<file path="config.mk">
export PLATFORM = sky130hd
export DESIGN_NAME = pwm_cmd_decoder
export DESIGN_NICKNAME = d
export VERILOG_FILES = /design/src/rtl/pwm_cmd_pkg.sv /design/src/rtl/pwm_line_sync.sv /design/src/rtl/pwm_pulse_meter.sv /design/src/rtl/pwm_frame_collect.sv /design/src/rtl/pwm_shunt_ctrl.sv /design/src/rtl/pwm_cmd_decoder.sv
export SDC_FILE = /design/constraint.sdc
export NUM_CORES = 1
export LEC_CHECK = 0
export BUFFER_PORTS_ARGS = -buffer_cell sky130_fd_sc_hd__buf_2
export CAP_MARGIN = 5
export CORE_ASPECT_RATIO = 1.75
export CORE_MARGIN = 10
export CORE_UTILIZATION = 50
export CTS_CLUSTER_SIZE = 10
export DETAILED_ROUTE_END_ITERATION = 10
export PLACE_DENSITY = 0.7
export SETUP_SLACK_MARGIN = 0.15
export SLEW_MARGIN = 10
export SYNTH_ARGS = -nofsm -noshare
export SYNTH_HDL_FRONTEND = slang
export SYNTH_HIERARCHICAL = 1
export SYNTH_SLANG_ARGS = --single-unit
</file>
<file path="constraint.sdc">
create_clock -name clk_i -period 2.3 [get_ports clk_i]
set_input_delay 0.23 -clock clk_i [delete_from_list [all_inputs] [get_ports clk_i]]
set_output_delay 0.23 -clock clk_i [all_outputs]
set_load 0.005 [all_outputs]
</file>
<file path="src/rtl/pwm_cmd_pkg.sv">
package pwm_cmd_pkg;

  typedef enum logic [1:0] {
    PW_NONE = 2'd0,
    PW_ZERO = 2'd1,
    PW_ONE  = 2'd2,
    PW_LONG = 2'd3
  } pw_class_e;

  function automatic pw_class_e classify_width(input int unsigned width,
                                               input int unsigned glitch_cyc,
                                               input int unsigned thresh_cyc,
                                               input int unsigned abort_cyc);
    if (width < glitch_cyc)      return PW_NONE;
    else if (width > abort_cyc)  return PW_LONG;
    else if (width >= thresh_cyc) return PW_ONE;
    else                         return PW_ZERO;
  endfunction

endpackage

</file>
<file path="src/rtl/pwm_line_sync.sv">
module pwm_line_sync #(
  parameter int unsigned STAGES = 2
) (
  input  logic clk_i,
  input  logic rst_ni,
  input  logic d_i,
  output logic q_o
);

  logic [STAGES-1:0] ff_q;

  generate
    if (STAGES == 1) begin : g_single
      always_ff @(posedge clk_i or negedge rst_ni) begin
        if (!rst_ni) ff_q <= '0;
        else         ff_q <= d_i;
      end
    end else begin : g_chain
      always_ff @(posedge clk_i or negedge rst_ni) begin
        if (!rst_ni) ff_q <= '0;
        else         ff_q <= {ff_q[STAGES-2:0], d_i};
      end
    end
  endgenerate

  assign q_o = ff_q[STAGES-1];

endmodule

</file>
<file path="src/rtl/pwm_pulse_meter.sv">
module pwm_pulse_meter
  import pwm_cmd_pkg::*;
#(
  parameter int unsigned GLITCH_CYC = 5,
  parameter int unsigned THRESH_CYC = 20,
  parameter int unsigned ABORT_CYC  = 50,
  parameter int unsigned IDLE_CYC   = 100
) (
  input  logic clk_i,
  input  logic rst_ni,
  input  logic line_i,
  output logic sym_valid_o,
  output logic sym_bit_o,
  output logic abort_o,
  output logic gap_o
);

  localparam int unsigned HI_MAX   = ABORT_CYC + 1;
  localparam int unsigned HI_W     = $clog2(HI_MAX + 1);
  localparam int unsigned IDLE_MAX = IDLE_CYC + 1;
  localparam int unsigned IDLE_W   = $clog2(IDLE_MAX + 1);

  logic [HI_W-1:0]   hi_cnt_q;
  logic [IDLE_W-1:0] idle_cnt_q;
  logic              fall;
  pw_class_e         cls;

  // high counter saturates above the abort limit so long pulses stay classified long
  always_comb begin
    cls  = classify_width(32'(hi_cnt_q), GLITCH_CYC, THRESH_CYC, ABORT_CYC);
    fall = !line_i && (hi_cnt_q != '0);
  end

  always_ff @(posedge clk_i or negedge rst_ni) begin
    if (!rst_ni) begin
      hi_cnt_q    <= '0;
      idle_cnt_q  <= '0;
      sym_valid_o <= 1'b0;
      sym_bit_o   <= 1'b0;
      abort_o     <= 1'b0;
      gap_o       <= 1'b0;
    end else begin
      sym_valid_o <= 1'b0;
      abort_o     <= 1'b0;
      gap_o       <= 1'b0;
      if (line_i) begin
        idle_cnt_q <= '0;
        if (hi_cnt_q != HI_W'(HI_MAX)) hi_cnt_q <= hi_cnt_q + HI_W'(1);
      end else begin
        hi_cnt_q <= '0;
        if (fall) begin
          unique case (cls)
            PW_ZERO: begin
              sym_valid_o <= 1'b1;
              sym_bit_o   <= 1'b0;
            end
            PW_ONE: begin
              sym_valid_o <= 1'b1;
              sym_bit_o   <= 1'b1;
            end
            PW_LONG: abort_o <= 1'b1;
            default: ;
          endcase
        end
        if (idle_cnt_q != IDLE_W'(IDLE_MAX)) idle_cnt_q <= idle_cnt_q + IDLE_W'(1);
        if (idle_cnt_q == IDLE_W'(IDLE_CYC)) gap_o <= 1'b1;
      end
    end
  end

endmodule

</file>
<file path="src/rtl/pwm_frame_collect.sv">
module pwm_frame_collect #(
  parameter int unsigned ADDR_W = 4
) (
  input  logic              clk_i,
  input  logic              rst_ni,
  input  logic              sym_valid_i,
  input  logic              sym_bit_i,
  input  logic              flush_i,
  output logic              frame_valid_o,
  output logic [ADDR_W-1:0] frame_addr_o,
  output logic              frame_data_o
);

  localparam int unsigned CNT_W = $clog2(ADDR_W + 1);

  logic [CNT_W-1:0]  bit_cnt_q;
  logic [ADDR_W-1:0] addr_sr_q;

  always_ff @(posedge clk_i or negedge rst_ni) begin
    if (!rst_ni) begin
      bit_cnt_q     <= '0;
      addr_sr_q     <= '0;
      frame_valid_o <= 1'b0;
      frame_addr_o  <= '0;
      frame_data_o  <= 1'b0;
    end else begin
      frame_valid_o <= 1'b0;
      if (flush_i) begin
        bit_cnt_q <= '0;
      end else if (sym_valid_i) begin
        if (bit_cnt_q == CNT_W'(ADDR_W)) begin
          frame_valid_o <= 1'b1;
          frame_addr_o  <= addr_sr_q;
          frame_data_o  <= sym_bit_i;
          bit_cnt_q     <= '0;
        end else begin
          addr_sr_q <= {addr_sr_q[ADDR_W-2:0], sym_bit_i};  // msb first
          bit_cnt_q <= bit_cnt_q + CNT_W'(1);
        end
      end
    end
  end

endmodule

</file>
<file path="src/rtl/pwm_shunt_ctrl.sv">
module pwm_shunt_ctrl (
  input  logic clk_i,
  input  logic rst_ni,
  input  logic cmd_valid_i,
  input  logic cmd_data_i,
  input  logic ovp_i,
  output logic shunt_en_o
);

  logic cmd_short_q;
  logic ovp_latch_q;

  always_ff @(posedge clk_i or negedge rst_ni) begin
    if (!rst_ni) begin
      cmd_short_q <= 1'b0;
      ovp_latch_q <= 1'b0;
    end else begin
      if (ovp_i)                           ovp_latch_q <= 1'b1;
      else if (cmd_valid_i && !cmd_data_i) ovp_latch_q <= 1'b0;
      if (cmd_valid_i) cmd_short_q <= cmd_data_i;
    end
  end

  // ovp path bypasses all registers
  assign shunt_en_o = ovp_i | ovp_latch_q | cmd_short_q;

endmodule

</file>
<file path="src/rtl/pwm_cmd_decoder.sv">
module pwm_cmd_decoder #(
  parameter int unsigned ADDR_W      = 4,
  parameter int unsigned SYNC_STAGES = 2,
  parameter int unsigned GLITCH_CYC  = 5,
  parameter int unsigned THRESH_CYC  = 20,
  parameter int unsigned ABORT_CYC   = 50,
  parameter int unsigned IDLE_CYC    = 100
) (
  input  logic              clk_i,
  input  logic              rst_ni,
  input  logic              line_i,
  input  logic [ADDR_W-1:0] local_addr_i,
  input  logic              ovp_i,
  output logic              shunt_en_o,
  output logic              frame_valid_o
);

  logic              line_s;
  logic              sym_valid, sym_bit, sym_abort, line_gap;
  logic [ADDR_W-1:0] frame_addr;
  logic              frame_data;
  logic              cmd_hit;

  pwm_line_sync #(.STAGES(SYNC_STAGES)) u_sync (
    .clk_i (clk_i),
    .rst_ni(rst_ni),
    .d_i   (line_i),
    .q_o   (line_s)
  );

  pwm_pulse_meter #(
    .GLITCH_CYC(GLITCH_CYC),
    .THRESH_CYC(THRESH_CYC),
    .ABORT_CYC (ABORT_CYC),
    .IDLE_CYC  (IDLE_CYC)
  ) u_meter (
    .clk_i      (clk_i),
    .rst_ni     (rst_ni),
    .line_i     (line_s),
    .sym_valid_o(sym_valid),
    .sym_bit_o  (sym_bit),
    .abort_o    (sym_abort),
    .gap_o      (line_gap)
  );

  pwm_frame_collect #(.ADDR_W(ADDR_W)) u_frame (
    .clk_i        (clk_i),
    .rst_ni       (rst_ni),
    .sym_valid_i  (sym_valid),
    .sym_bit_i    (sym_bit),
    .flush_i      (sym_abort | line_gap),
    .frame_valid_o(frame_valid_o),
    .frame_addr_o (frame_addr),
    .frame_data_o (frame_data)
  );

  assign cmd_hit = frame_valid_o && (frame_addr == local_addr_i);

  pwm_shunt_ctrl u_shunt (
    .clk_i      (clk_i),
    .rst_ni     (rst_ni),
    .cmd_valid_i(cmd_hit),
    .cmd_data_i (frame_data),
    .ovp_i      (ovp_i),
    .shunt_en_o (shunt_en_o)
  );

endmodule

</file>
; Yosys cells after proc, flatten, opt, wreduce, memory -nomap -nowiden
; Cells that the tools add are included.
; Widths: inputs -> output; s select.
[op_classes]
mux = 24
bitwise = 6
reduce_logical = 14
addsub = 3
magnitude_cmp = 3
eq_ne = 9
[ops]
columns = cell, n
row1 = $mux 7, 2
row2 = $mux 1, 13
row3 = $mux 6, 2
row4 = $mux 3, 3
row5 = $reduce_and 3->1, 3
row6 = $reduce_bool 2->1, 4
row7 = $add 7x1->7 const B, 1
row8 = $eq 7x7->1 const B, 1
row9 = $ne 7x7->1 const B, 1
row10 = $add 6x1->6 const B, 1
row11 = $ge 6x5->1 const B, 1
row12 = $gt 6x6->1 const B, 1
row13 = $lt 6x3->1 const B, 1
row14 = $mux 2, 3
row15 = $ne 6x6->1 const B, 1
row16 = $reduce_bool 6->1, 1
row17 = $eq 2x2->1 const B, 2
row18 = $eq 4x4->1, 1
row19 = $add 3x1->3 const B, 1
row20 = $eq 3x3->1 const B, 1
row21 = $logic_and 1x1->1, 3
row22 = $not 1->1, 3
row23 = $or 1x1->1, 3
row24 = $eq 2x1->1 const B, 1
row25 = 4 further kinds, 5
[word_totals]
output_inout_bits = 2
inputBits = 8
word_cells = 73
reg_bits = 34

; Longest topological paths before layout
; Gate-level depths: netlist of the first run.
[depth]
depth_word = 9
mapped_depth = 9
mapped_depth_nobuf = 9

; Cells and area by module
; Netlist of the first run, hierarchy kept.
[modules_own_cells]
columns = mod, seq_area_each_um2, area_each_um2, n_inst, cells_each
row1 = pwm_pulse_meter, 425.4, 1041.0, 1, 105
row2 = pwm_frame_collect, 325.3, 546.8, 1, 39
row3 = pwm_shunt_ctrl, 50.0, 82.6, 1, 6
row4 = pwm_cmd_decoder, 0.0, 71.3, 1, 10
row5 = pwm_line_sync, 50.0, 50.0, 1, 2

; Least setup slack after synthesis of the first run
; Ideal clock, no wire load.
[synth_path]
kind = register to register
startpoint = register u_meter.hi_cnt_q[0]
endpoint = register u_meter.sym_bit_o
path_stages_with_launch = 10
n_path_buf = 0
slack_ns = 0.297
setup_time_ns = 0.125
synth_period_minus_slack_ns = 2.003
required_time_ns = 2.175
arrival_time_ns = 1.878
cell_sequence = dfrtp_1 > inv_1 > ha_1 > nand2b_1 > a311oi_1 > o211a_1 > ha_1 > nand2b_1 > a21oi_2 > mux2_4
[synth_between]
elab_chain_cells = 7
word_cells_on_any_way = 13
classes_between = order compare: 3 / eq/ne: 2 / mux: 4 / reduce/logical: 4
[synth_rtl]
columns = element, line
row1 = "start, declared", pwm_pulse_meter.sv:23  ; logic [HI_W-1:0] hi_cnt_q;
row2 = "start signal, assigned", pwm_pulse_meter.sv:48  ; if (hi_cnt_q != HI_W'(HI_MAX)) hi_cnt_q <= hi_cnt_q + HI_W'(1);
row3 = $ge 6x5->1, pwm_cmd_pkg.sv:16  ; else if (width >= thresh_cyc) return PW_ONE;
row4 = $mux 2, pwm_cmd_pkg.sv:16
row5 = $mux 2, pwm_cmd_pkg.sv:15  ; else if (width > abort_cyc) return PW_LONG;
row6 = $mux 2, pwm_cmd_pkg.sv:14  ; if (width < glitch_cyc) return PW_NONE;
row7 = $eq 2x1->1 / $eq 2x2->1 (equally long branches), pwm_pulse_meter.sv:52  ; unique case (cls)
row8 = $reduce_bool 2->1 (no source line), --
row9 = $reduce_and 3->1 (no source line), --
row10 = "end signal, assigned", pwm_pulse_meter.sv:39  ; sym_bit_o <= 1'b0;
row11 = "end signal, assigned", pwm_pulse_meter.sv:55  ; sym_bit_o <= 1'b0;
row12 = "end signal, assigned", pwm_pulse_meter.sv:59  ; sym_bit_o <= 1'b1;
row13 = "end, declared", pwm_pulse_meter.sv:13  ; output logic sym_bit_o,
; Several ways; a longest one is shown, not always the timed one.
; A chain may end at the register's enable or synchronous reset.

; Worst setup path in the final report of the first run
[layout_path]
startpoint = register u_meter.hi_cnt_q[1]
endpoint = register u_meter.sym_bit_o
; Same word-level chain as after synthesis.

==> results.sh, run 1 <==
export IMPL_cts_root_buf="clkbuf_8"
export IMPL_synthXorXnorAreaFrac=0.0196
export IMPL_vias=1215
export IMPL_crit_fanout=7
export IMPL_grt_pass1_vias=1170
export IMPL_finalHoldViolCount=0
export IMPL_power_share_clock=0.371
export IMPL_synth_compound_area_frac=0.0831
export IMPL_end_kind="flip-flop"
export IMPL_grt_antenna_before_repair=0
export IMPL_drc_errors=0
export IMPL_async_reset_ff_frac=1.00
export IMPL_std_cell_rows=28
export IMPL_p_leak_nw=0.902
export IMPL_synth_edf_count=0
export IMPL_power_internal_w=0.000908
export IMPL_worstSetupStartpointType="flip-flop"
export IMPL_synth_simple_area_share=0.202
export IMPL_hold_path_class="in -> async"
export IMPL_rr_worst_depth=9
export IMPL_max_freq_ghz=0.484
export IMPL_multi_input_area_um2=868
export IMPL_p_sw_frac=0.246
export IMPL_place_inst=211
export IMPL_netlist_area_mm2=0.00179
export IMPL_worstSetupPathType="reg -> reg"
export IMPL_tns_ps=0
export IMPL_drt_pass1_iterations=4
export IMPL_syn2layout_area_growth_pct=9.71
export IMPL_p_seq_frac=0.536
export IMPL_comb_power_share=0.093
export IMPL_cts_buffer_depth=2
export IMPL_routedWlPerCell_um=13.9
export IMPL_synth_top_family_by_area="simple AND/OR/NAND/NOR gates"
export IMPL_cts_buffers=5
export IMPL_slew_headroom=0.499
export IMPL_die_area_mm2=0.00647
export IMPL_crit_path_start="u_meter/hi_cnt_q[1]"
export IMPL_diodes=0
export IMPL_ys_ff_latch=34
export IMPL_cts_tree="built"
export IMPL_initial_core_util=0.522
export IMPL_worst_pin_slew_ps=751
export IMPL_fillers=313
export IMPL_rr_endpoint="u_meter/sym_bit_o"
export IMPL_cellPowerDensity_mw_per_mm2=613
export IMPL_path_clk_slew_ps=70
export IMPL_endpoint="u_meter/sym_bit_o"
export IMPL_grt_ovfl_total=0
export IMPL_io_pins=10
export IMPL_ys_seq_area_frac=0.475
export IMPL_skew_ps=4.74
export IMPL_die_w_um=65.3
export IMPL_clock_latency_ps=280
export IMPL_ant_nets=0
export IMPL_syn_inst=162
export IMPL_dpl_hpwl_mm=2.20
export IMPL_drive_gt1_frac=0.234
export IMPL_cts_sinks=34
export IMPL_run_status="finished clean"
export IMPL_period_needed_ps=2070
export IMPL_fin_crit_sh=0.899
export IMPL_drv_slew=0
export IMPL_grt_usage=0.101
export IMPL_setup_viol=0
export IMPL_place_port_buffers=9
export IMPL_fp_dieH_um=99.2
export IMPL_rsz0062_at_grt="false"
export IMPL_r2r_start="u_meter/hi_cnt_q[1]"
export IMPL_wirelength_mm=3.06
export IMPL_vias_per_cell=5.52
export IMPL_coreArea_mm2=0.00343
export IMPL_cap_violations=0
export IMPL_muxShareOfSynthArea=0.0999
export IMPL_p_sw_w=0.000297
export IMPL_yosys_area_share_adder=0.0768
export IMPL_drt_iter0_drc=37
export IMPL_reg2reg_slack_ps=230
export IMPL_ys_warn_count=6
export IMPL_fin_cells=220
export IMPL_grt_max_degree=35
export IMPL_seq_area_um2=852
export IMPL_required_ps=2470
export IMPL_syn_avg_cell_area_um2=11.1
export IMPL_synth_cell_types=43
export IMPL_place_gp_congestion=0.810
export IMPL_ys_flop_type="dfrtp_1"
export IMPL_syn_num_nets=181
export IMPL_critPathArrivalTime_ps=2240
export IMPL_grt_pass1_wl_mm=5.24
export IMPL_peakVddDrop_v=0.000436
export IMPL_htree_num_levels=2
export IMPL_fin_nets=193
## worst max-delay path, cell delays in order (launching register included)
cell and delay, ps:
dfrtp_2 450, inv_1 100, ha_1 130, nor2b_1 170, a311oi_2 80, o211a_1 230, ha_1 270, nand2b_1 60
a21oi_2 140, mux2_4 310
## cell usage in the layout, fill, tap and decap left out, drive strengths merged, types with 2 or more instances in the layout
cell type,n
o21ai,4
nor3b,2
mux2i,4
inv,12
nand2b,8
nor2,9
a21oi,5
nand3,10
xor2,2
or3,5
nand3b,2
mux2,12
and2,2
nand2,12
a21o,2
clkbuf,7
nor4,2
buf,10
or2,2
ha,11
dfrtp,34
o211a,2
xnor2,2
## worst min path at each step
stage,start,end,slack (ps),depth (start not counted)
6_report,rst_ni,u_frame/addr_sr_q[3],10,1
5_1_grt,line_i,u_sync/ff_q[0],40,1
4_1_cts,rst_ni,u_frame/frame_addr_o[1],30,1
3_5_place_dp,rst_ni,u_frame/frame_addr_o[1],340,1
3_3_place_gp,rst_ni,u_frame/frame_addr_o[3],330,1
2_1_floorplan,rst_ni,u_frame/addr_sr_q[0],-70,0
## routing by layer
layer	GRT usage	wire length [um]	up-vias
li1	-	-	581
met1	0.103	1150	604
met2	0.168	1660	22
met3	0.0427	166	8
met4	0.0546	81	0
met5	0	0	-
## stage by stage
stage | area (um^2) | setup WS [ps] | hold slack, ps | utilization | power, W
2_1_floorplan | 1790 | 297 | -65.6 | - | 0.000730
3_3_place_gp | 1860 | 242 | 328 | 0.542 | 0.000758
3_5_place_dp | 1860 | 186 | 337 | 0.542 | 0.000765
4_1_cts | 1950 | 173 | 31.5 | 0.568 | 0.00122
5_1_grt | 1970 | 96.4 | 40.1 | 0.573 | 0.00127
6_report | 1970 | 233 | 13.8 | 0.573 | 0.00120
## power groups by stage
stage	Clock (W)	Sequential [W]	Combinational, W
detailed placement	0	0.000656	0.000109
CTS	0.000468	0.000645	0.000110
global route	0.000495	0.000649	0.000131
floorplan	0	0.000646	0.0000844
finish	0.000447	0.000645	0.000112
global placement	0	0.000654	0.000103
## sequential cells by signal, indices dropped and copies added (netlist names)
register               cells
u_meter/gap_o              1
u_frame/frame_data_o       1
u_meter/sym_valid_o        1
u_sync/ff_q                2
u_frame/bit_cnt_q          3
u_shunt/ovp_latch_q        1
u_meter/sym_bit_o          1
u_shunt/cmd_short_q        1
u_meter/hi_cnt_q           6
u_frame/addr_sr_q          4
u_frame/frame_addr_o       4
u_frame/frame_valid_o      1
u_meter/abort_o            1
u_meter/idle_cnt_q         7
## cell usage after synthesis, types with 2 or more instances
| library cell | n | area share |
|---|---|---|
| xor2_1 | 2 | 0.0098 |
| nand3_1 | 9 | 0.025 |
| dfrtp_1 | 34 | 0.47 |
| buf_4 | 2 | 0.0084 |
| o21ai_0 | 4 | 0.011 |
| nand3b_1 | 2 | 0.0084 |
| ha_1 | 11 | 0.077 |
| nand2_1 | 12 | 0.025 |
| nand2b_1 | 8 | 0.028 |
| and2_1 | 2 | 0.0070 |
| inv_1 | 12 | 0.025 |
| o211a_1 | 2 | 0.011 |
| clkbuf_1 | 2 | 0.0042 |
| nor4_4 | 2 | 0.024 |
| xnor2_1 | 2 | 0.0098 |
| or2_2 | 2 | 0.0070 |
| or3_1 | 5 | 0.017 |
| mux2i_1 | 4 | 0.022 |
| a21oi_1 | 4 | 0.011 |
| nor2_1 | 8 | 0.017 |
| mux2_2 | 11 | 0.069 |
## logic make-up (layout without fill, tap and decap cells)
group	Yosys count	in the layout
AND/OR/NAND/NOR	59	59
flip-flops	34	34
AO/OA/AOI/OAI	21	21
buffers and inverters	17	30
multiplexers	16	16
adder cells (fa/ha/maj)	11	11
XOR/XNOR	4	4
## timing repair
action | in CTS | in global routing
gates resized for setup | 0 | 2
buffers inserted | 0 | 1
setup endpoints to repair | 0 | 1
hold buffers | 0 | 0
## area by class of cell
| cell class | count | area share |
|---|---|---|
| Multi-Input combinational cell | 111 | 0.442 |
| Clock inverter | 1 | 0.00255 |
| Timing Repair Buffer | 10 | 0.0267 |
| Sequential cell | 34 | 0.433 |
| Tap cell | 45 | 0.0286 |
| Inverter | 12 | 0.0229 |
| Clock buffer | 7 | 0.0439 |
Power figures use the tool's default switching activity.
==> run 2, diff against run 1 <==
--- a/config.mk
+++ b/config.mk
@@ -12,7 +12,7 @@
 export CORE_UTILIZATION = 50
 export CTS_CLUSTER_SIZE = 10
 export DETAILED_ROUTE_END_ITERATION = 10
-export PLACE_DENSITY = 0.7
+export PLACE_DENSITY = 0.73
 export SETUP_SLACK_MARGIN = 0.15
 export SLEW_MARGIN = 10
 export SYNTH_ARGS = -nofsm -noshare
==> constraint.sdc (replaced) <==
create_clock -name clk_i -period 1.7 [get_ports clk_i]
set_input_delay 0.17 -clock clk_i [delete_from_list [all_inputs] [get_ports clk_i]]
set_output_delay 0.17 -clock clk_i [all_outputs]
set_load 0.005 [all_outputs]
==> run 2 against run 1 <==
Sequential power rose by 34%. Core utilization up 6.4 points. Cell area rose by 11%. Die area stayed put. Critical endpoint unchanged. The run now ends with setup timing left. Sequential share of layout area down 4.4 points. Wire length is 12% higher. Combinational power up 96%. Clock skew down 1.3 ps. Final cell count increased by 10%. Worst setup slack got worse by 530 ps.
==> results.sh, run 2 (synthesis results as in run 1) <==
export IMPL_use_met1=0.103
export IMPL_worst_pin_slew_ps=739
export IMPL_cap_violations=0
export IMPL_tns_ps=-383
export IMPL_crit_slowest_cell="dfrtp_1"
export IMPL_place_port_buffers=9
export IMPL_p_leak_nw=1.03
export IMPL_cts_sinks=34
export IMPL_grt_antenna_before_repair=0
export IMPL_place_gp_congestion=0.844
export IMPL_violations="setup timing"
export IMPL_coreArea_mm2=0.00343
export IMPL_required_ps=1870
export IMPL_rsz0062_at_grt="true"
export IMPL_max_freq_ghz=0.500
export IMPL_critPathArrivalTime_ps=2170
export IMPL_seq_area_um2=851
export IMPL_die_w_um=65.3
export IMPL_grt_max_degree=35
export IMPL_cts_buffers=5
export IMPL_diodes=0
export IMPL_grt_pass1_vias=1366
export IMPL_initial_core_util=0.522
export IMPL_finalHoldViolCount=0
export IMPL_io_pins=10
export IMPL_routedWlPerCell_um=14.2
export IMPL_grt_usage=0.111
export IMPL_vias_per_cell=5.33
export IMPL_drt_iter0_drc=39
export IMPL_layout_setup_ws_ps=-299
export IMPL_final_common_cell="dfrtp_1"
export IMPL_std_cell_rows=28
export IMPL_cts_tree="built"
export IMPL_path_clk_slew_ps=70
export IMPL_whs_ps=86.3
export IMPL_largest_register_ffs=7
export IMPL_top_register="u_meter/idle_cnt_q"
export IMPL_slowest_delay_ps=390
export IMPL_multi_input_area_um2=918
export IMPL_dpl_hpwl_mm=2.55
export IMPL_skew_ps=3.43
export IMPL_fillers=279
export IMPL_clock_latency_ps=280
export IMPL_grt_pass1_wl_mm=5.75
export IMPL_mostFrequentLayoutCells="dfrtp_1, buf_4, nand2_1"
export IMPL_use_met3=0.0382
export IMPL_use_met2=0.197
export IMPL_cellPowerDensity_mw_per_mm2=770
export IMPL_wirelength_mm=3.43
export IMPL_end_kind="flip-flop"
export IMPL_drv_slew=0
export IMPL_cp_common_cell="ha_1"
export IMPL_setup_viol=2
export IMPL_drt_pass1_iterations=4
export IMPL_drive_gt1_frac=0.340
export IMPL_ant_nets=0
export IMPL_cp_num_buf_inv=1
export IMPL_drc_errors=0
export IMPL_layout_top_registers="u_meter/idle_cnt_q x7, u_meter/hi_cnt_q x6"
export IMPL_peakVddDrop_v=0.000525
export IMPL_path_delay_family="compound AO/OA/AOI/OAI gates"
export IMPL_grt_ovfl_total=0
export IMPL_period_needed_ps=2000
export IMPL_worstPathCellList="inv_2, ha_1, nand2b_4, a311oi_4, o211a_1, ha_1, nand2b_1, a21oi_2, mux2_4"
export IMPL_cts_root_buf="clkbuf_8"
export IMPL_die_area_mm2=0.00647
export IMPL_fin_nets=215
export IMPL_power_total_w=0.00168
export IMPL_vias=1289
export IMPL_fin_crit_sh=1.18
export IMPL_grt_busiest_layer="met2"
export IMPL_slew_headroom=0.507
export IMPL_hold_path_class="in -> reg"
export IMPL_dpl_worst_slack_ps=-284
export IMPL_htree_num_levels=2
export IMPL_syn2layout_area_growth_pct=21.9
export IMPL_fp_dieH_um=99.2
export IMPL_cts_buffer_depth=2
export IMPL_crit_fanout=3
export IMPL_worstSetupStartpointType="flip-flop"
export IMPL_worstSetupPathType="reg -> reg"
export IMPL_run_status="finished with violations"
run 2: cell count changes in the layout (fill, tap and decap cells not counted), moves of 2 or more:
cell,before,now
dlygate4sd3_1,0,2
inv_1,12,10
buf_4,1,21
inv_2,0,2
run 2: what timing repair did:
action,in CTS,in global routing
pin swaps,1,2
hold buffers,2,0
gates resized for setup,2,5
endpoints found under the setup margin,3,7
buffers inserted,0,3
endpoints found under the hold margin,35,0
run 2: cell type report:
type / instances / area share
sequential: 34 / 0.389
tap: 45 / 0.0258
clock inverter: 1 / 0.00229
timing repair buffer: 32 / 0.102
inverter: 12 / 0.0206
multi-input combinational: 111 / 0.420
clock buffer: 7 / 0.0395
run 2: layer usage:
layer	up-vias	routed length, um
met5	-	0
met4	0	97
met3	11	141
met2	19	1900
met1	636	1290
li1	623	-
run 2: path summary, 6_finish.rpt:
kind	from	to	slack, ps	depth (start not counted)
setup / recovery	u_meter/hi_cnt_q[0]	u_meter/sym_bit_o	-300	9
hold / removal	ovp_i	u_shunt/ovp_latch_q	90	2
setup reg to reg	u_meter/hi_cnt_q[0]	u_meter/sym_bit_o	-300	9
hold reg to reg	u_sync/ff_q[0]	u_sync/ff_q[1]	350	0
max in group asynchronous	rst_ni	u_frame/frame_addr_o[1]	740	2
min in group asynchronous	rst_ni	u_meter/idle_cnt_q[3]	480	2
run 2: where the power goes:
part	switching (W)	leakage, nW	internal, W
combinational	0.000116	0.518	0.000102
clock	0.000269	0.0482	0.000326
sequential	0.0000300	0.459	0.000837
run 2: per-stage QoR:
stage / area, um^2 / cells / utilization
final: 2180 / 242 / 0.636
after CTS: 2130 / 239 / 0.620
after floorplan: 1810 / 162 / -
after detailed placement: 2010 / 229 / 0.586
after global placement: 2010 / 229 / 0.586
after global routing: 2180 / 242 / 0.636
